[config.mk]
export PLATFORM = sky130hd
export DESIGN_NAME = ibs_bus_slave
export DESIGN_NICKNAME = d
export VERILOG_FILES = /design/src/rtl/ibs_pkg.sv /design/src/rtl/ibs_sync.sv /design/src/rtl/ibs_addr_latch.sv /design/src/rtl/ibs_regbank.sv /design/src/rtl/ibs_ctrl.sv /design/src/rtl/ibs_bus_slave.sv
export SDC_FILE = /design/constraint.sdc
export NUM_CORES = 1
export LEC_CHECK = 0
export BUFFER_PORTS_ARGS = -buffer_cell sky130_fd_sc_hd__buf_2
export CAP_MARGIN = 0
export CORE_ASPECT_RATIO = 1.75
export CORE_MARGIN = 2
export CORE_UTILIZATION = 50
export CTS_BUF_LIST = sky130_fd_sc_hd__clkbuf_16
export DETAILED_ROUTE_END_ITERATION = 8
export PLACE_DENSITY = 0.68
export RECOVER_POWER = 25
export REMOVE_ABC_BUFFERS = 1
export SLEW_MARGIN = 20
export SYNTH_ARGS = -nofsm -noshare
export SYNTH_HDL_FRONTEND = slang
export SYNTH_SLANG_ARGS = --single-unit
[constraint.sdc]
create_clock -name clk -period 2.5 [get_ports clk]
set_clock_uncertainty 0.1 [all_clocks]
set_input_delay 0.25 -clock clk [delete_from_list [all_inputs] [get_ports clk]]
set_output_delay 0.25 -clock clk [all_outputs]
set_load 0.005 [all_outputs]
[src/rtl/ibs_pkg.sv]
package ibs_pkg;
  typedef enum logic [1:0] {
    ST_IDLE = 2'd0,
    ST_READ = 2'd1,
    ST_WACK = 2'd2
  } bus_state_e;
endpackage

[src/rtl/ibs_sync.sv]
module ibs_sync #(
  parameter int W = 1,
  parameter int STAGES = 2,
  parameter logic [W-1:0] RST_VAL = '0
) (
  input  logic         clk,
  input  logic         rst,
  input  logic [W-1:0] d,
  output logic [W-1:0] q
);
  logic [W-1:0] stg [STAGES];

  generate
    for (genvar s = 0; s < STAGES; s++) begin : g_stage
      always_ff @(posedge clk) begin
        if (rst) stg[s] <= RST_VAL;
        else if (s == 0) stg[s] <= d;
        else stg[s] <= stg[(s == 0) ? 0 : s-1];
      end
    end
  endgenerate

  assign q = stg[STAGES-1];
endmodule

[src/rtl/ibs_addr_latch.sv]
module ibs_addr_latch #(
  parameter int AW = 8
) (
  input  logic          clk,
  input  logic          rst,
  input  logic          ale_s,
  input  logic [AW-1:0] addr_s,
  output logic [AW-1:0] addr_q
);
  // follows the bus while enable is high, holds once it drops
  always_ff @(posedge clk) begin
    if (rst) addr_q <= '0;
    else if (ale_s) addr_q <= addr_s;
  end
endmodule

[src/rtl/ibs_regbank.sv]
module ibs_regbank #(
  parameter int AW = 8,
  parameter int DW = 8,
  parameter int NUM_REGS = 16
) (
  input  logic          clk,
  input  logic          rst,
  input  logic          we,
  input  logic [AW-1:0] addr,
  input  logic [DW-1:0] wdata,
  output logic [DW-1:0] rdata
);
  localparam int IDX_W = (NUM_REGS > 1) ? $clog2(NUM_REGS) : 1;

  logic [DW-1:0] mem [NUM_REGS];
  logic          in_range;

  assign in_range = ({1'b0, addr} < (AW+1)'(NUM_REGS));

  generate
    for (genvar g = 0; g < NUM_REGS; g++) begin : g_reg
      always_ff @(posedge clk) begin
        if (rst) mem[g] <= '0;
        else if (we && addr == AW'(g)) mem[g] <= wdata;
      end
    end
  endgenerate

  always_ff @(posedge clk) begin
    if (rst) rdata <= '0;
    else if (in_range) rdata <= mem[addr[IDX_W-1:0]];
    else rdata <= '0;
  end
endmodule

[src/rtl/ibs_ctrl.sv]
module ibs_ctrl
  import ibs_pkg::*;
(
  input  logic clk,
  input  logic rst,
  input  logic cs_s,
  input  logic rd_s,
  input  logic wr_s,
  output logic we,
  output logic oe,
  output logic rdy_n
);
  bus_state_e st;

  logic rd_req, wr_req;
  assign rd_req = !cs_s && !rd_s && wr_s;
  assign wr_req = !cs_s && !wr_s && rd_s;
  // single commit: only the idle state can launch a store
  assign we = (st == ST_IDLE) && wr_req;

  always_ff @(posedge clk) begin
    if (rst) begin
      st    <= ST_IDLE;
      oe    <= 1'b0;
      rdy_n <= 1'b1;
    end else begin
      unique case (st)
        ST_IDLE: begin
          if (rd_req) begin
            st    <= ST_READ;
            oe    <= 1'b1;
            rdy_n <= 1'b0;
          end else if (wr_req) begin
            st    <= ST_WACK;
            rdy_n <= 1'b0;
          end
        end
        ST_READ: begin
          if (rd_s || cs_s || !wr_s) begin
            st    <= ST_IDLE;
            oe    <= 1'b0;
            rdy_n <= 1'b1;
          end
        end
        ST_WACK: begin
          if (rd_s && wr_s) begin
            st    <= ST_IDLE;
            rdy_n <= 1'b1;
          end
        end
        default: begin
          st    <= ST_IDLE;
          oe    <= 1'b0;
          rdy_n <= 1'b1;
        end
      endcase
    end
  end
endmodule

[src/rtl/ibs_bus_slave.sv]
module ibs_bus_slave #(
  parameter int AW = 8,
  parameter int DW = 8,
  parameter int NUM_REGS = 16,
  parameter int SYNC_STAGES = 2
) (
  input  logic          clk,
  input  logic          rst,
  input  logic [AW-1:0] addr_i,
  input  logic          ale_i,
  input  logic          cs_n_i,
  input  logic          rd_n_i,
  input  logic          wr_n_i,
  input  logic [DW-1:0] data_i,
  output logic [DW-1:0] data_o,
  output logic          data_oe_o,
  output logic          rdy_n_o
);
  localparam int CW = 4;
  localparam int PW = AW + DW;

  logic [CW-1:0] ctl_s;
  logic [PW-1:0] pay_s;
  logic          ale_s, cs_s, rd_s, wr_s;
  logic [AW-1:0] addr_s, addr_q;
  logic [DW-1:0] din_s;
  logic          we;

  ibs_sync #(.W(CW), .STAGES(SYNC_STAGES), .RST_VAL(4'b0111)) u_ctl_sync (
    .clk(clk), .rst(rst),
    .d({ale_i, cs_n_i, rd_n_i, wr_n_i}),
    .q(ctl_s)
  );

  // payload delayed by the same depth so it lines up with the strobes
  ibs_sync #(.W(PW), .STAGES(SYNC_STAGES), .RST_VAL('0)) u_pay_sync (
    .clk(clk), .rst(rst),
    .d({addr_i, data_i}),
    .q(pay_s)
  );

  assign {ale_s, cs_s, rd_s, wr_s} = ctl_s;
  assign {addr_s, din_s} = pay_s;

  ibs_addr_latch #(.AW(AW)) u_alat (
    .clk(clk), .rst(rst),
    .ale_s(ale_s), .addr_s(addr_s), .addr_q(addr_q)
  );

  ibs_ctrl u_ctrl (
    .clk(clk), .rst(rst),
    .cs_s(cs_s), .rd_s(rd_s), .wr_s(wr_s),
    .we(we), .oe(data_oe_o), .rdy_n(rdy_n_o)
  );

  ibs_regbank #(.AW(AW), .DW(DW), .NUM_REGS(NUM_REGS)) u_bank (
    .clk(clk), .rst(rst),
    .we(we), .addr(addr_q), .wdata(din_s), .rdata(data_o)
  );
endmodule

==> flow_summary.json <==
{
  "status": "finished clean",
  "worst_slew_pin_slew_ps": 1286,
  "ys_warn_count": 0,
  "dp_hpwl_mm": 11.65,
  "diodes": 0,
  "track_usage_pct": 20.70,
  "min_period_over_period_pct": 93.58,
  "layout_commonest_cell": "edfxtp_1",
  "synth_seq_cells": 188,
  "cp-end-kind": "register",
  "required_ps": 2710,
  "die-area_um2": 16630,
  "slew_headroom_pct": 14.25,
  "crit_type": "reg -> reg",
  "drt-initial-drc-count": 236,
  "rsz0062_at_grt": "false",
  "routed_wl_mm": 16.34,
  "power_density_nw_per_um2": 733.5,
  "fmax_ghz": 0.4275,
  "clk_pin_slew_ps": 80,
  "rows": 60,
  "syn_inst": 548,
  "p_leak_uw": 0.003345,
  "synth_top_cell_by_area": "edfxtp_1",
  "crit_path_start_kind": "register",
  "grt_pass1_vias": 4578,
  "ys_seq_area_share_pct": 64.78,
  "period_minus_slack_ps": 2339,
  "cts_buffers": 17,
  "cts-root-buf": "clkbuf_16",
  "hold_class": "in -> reg",
  "syn_avg_cell_area_um2": 14.21,
  "setup-violations-final": 0,
  "first_pass_iters": 4,
  "final_util_pct": 58.49,
  "die_x_um": 98.34,
  "io_buffer_count": 31,
  "postCtsSetupBuffers": 0,
  "finalMaxSlewViolations": 0,
  "die_h_um": 169.1,
  "syn_area_um2": 7787,
  "vdd_drop_max_v": 0.0004664,
  "core_um2": 15310,
  "grt_max_degree": 70,
  "final_cell_mix": "edfxtp_1, and2_1, dfxtp_1",
  "nNetsFinal": 618,
  "setup_tns_ps": 0,
  "cp.arrival_ps": 2550,
  "syn_to_final_growth_pct": 15.02,
  "cp_max_fo": 14,
  "vias_per_cell": 5.469,
  "ff2ff_setup_slack_ps": 160,
  "wl_per_cell_um": 20.55,
  "globalplace.congestion": 0.9653,
  "clock_sinks": 188,
  "synth_top_area_share_pct": 49.36,
  "drc_errors": 0,
  "start_util_pct": 50.85,
  "yosysUniqueCellTypes": 34,
  "fillers": 1264,
  "cts_tree": "done",
  "ant_nets": 0,
  "grt_pass1_wl_mm": 25.41,
  "htreeDepth": 4,
  "maxCapViolations": 0,
  "drive_gt1_share_pct": 20.03,
  "grt_overflow": 0,
  "dr_total_vias": 4348,
  "cts_buffer_depth": 2,
  "ios": 32,
  "antenna_found_initial": 0,
  "clock_latency_ps": 440,
  "finalHoldViolations": 0,
  "synth_area_leaders": "edfxtp_1, dfxtp_1, and2_1"
}
[cells in the mapped netlist]
cell	count
o21ai_0	9
and2_1	128
a21oi_1	13
a211o_1	1
buf_2	9
o22ai_1	1
nand2_1	4
o211a_1	1
a21o_1	13
nor2b_1	39
nor3_2	1
dfxtp_1	60
nand3b_1	2
nor3b_1	1
nand4_1	1
nor2_1	33
clkbuf_2	1
nor4b_4	1
mux4_2	32
nand3_1	4
or2_2	6
and3_1	1
nor4_1	1
o21bai_1	1
nor3_1	4
a31o_2	2
nand2b_1	1
or3b_2	1
or4_1	1
edfxtp_1	128
mux2i_1	16
clkbuf_1	21
mux2_2	9
buf_4	2
[layout make-up]
| type | count | area, um2 | share of cell area (%) |
|---|---|---|---|
| Sequential cell | 188 | 5046 | 56.33 |
| Multi-Input combinational cell | 327 | 2599 | 29.01 |
| Timing Repair Buffer | 62 | 437.9 | 4.889 |
| Clock buffer | 17 | 425.4 | 4.749 |
| Tap cell | 186 | 232.7 | 2.598 |
| Clock inverter | 15 | 216.5 | 2.417 |
[metrics by stage]
stage          instance area, um2  instances  hold slack, ps  worst slack, ps  power (uW)
5_1_grt                      8957        795           94.48            37.72        6760
4_1_cts                      8970        795           59.82            160.6        6625
3_5_place_dp                 8128        743           295.3            179.4        3778
2_1_floorplan                7644        515           221.6           -142.6        3651
6_report                     8957        795           76.71            160.5        6570
3_3_place_gp                 8128        743           295.2            175.4        3767
[critical path, cell delays in order (launching register included)]
cell and delay, ps:
dfxtp_1 750, buf_4 360, mux4_2 380, mux2_2 280, o21ai_0 260, a21oi_1 70
[metal layers]
| layer | share of wire, % | up-vias | global-route usage, % |
|---|---|---|---|
| li1 | - | 2057 | - |
| met1 | 35 | 2127 | 21.15 |
| met2 | 56 | 122 | 38.10 |
| met3 | 3.4 | 42 | 4.170 |
| met4 | 5.5 | 0 | 12.57 |
| met5 | 0 | - | 0 |
[timing repair]
action                     4_1_cts  5_1_grt
hold endpoints to repair        20        0
resized for setup                0        0
hold buffers                    20        0
setup endpoints to repair        0        0
[state kept, by name, summed over array words and instances, names as in the netlist]
name	cells
u_bank.mem	128
u_pay_sync.stg	32
u_alat.addr_q	8
u_bank.rdata	8
u_ctl_sync.stg	8
u_ctrl.st	2
u_ctrl.oe	1
u_ctrl.rdy_n	1
[logic make-up after synthesis]
family                 share of synthesized area (%)
muxes                                          12.61
AOI/OAI and AO/OA                              3.310
and+or+nand+nor                                17.45
buffers and inverters                          1.848
DFF                                            64.78
[path summary, 6_finish.rpt]
| path | from | end | depth (start not counted) |
|---|---|---|---|
| max reg2reg | u_alat.addr_q[3] | u_bank.rdata[5] | 5 |
| min reg2reg | u_ctl_sync.stg[0][1] | u_ctl_sync.stg[1][1] | 1 |
| max | u_alat.addr_q[3] | u_bank.rdata[5] | 5 |
| min | rst | u_ctrl.st[1] | 3 |
[power breakdown]
group / internal, uW / leakage (uW) / switching, uW / total (uW)
Clock: 1420 / 0.000310 / 1420 / 2850
Sequential: 3420 / 0.00182 / 68.5 / 3490
Combinational: 118 / 0.00122 / 122 / 240
Power figures use the tool's default switching activity.
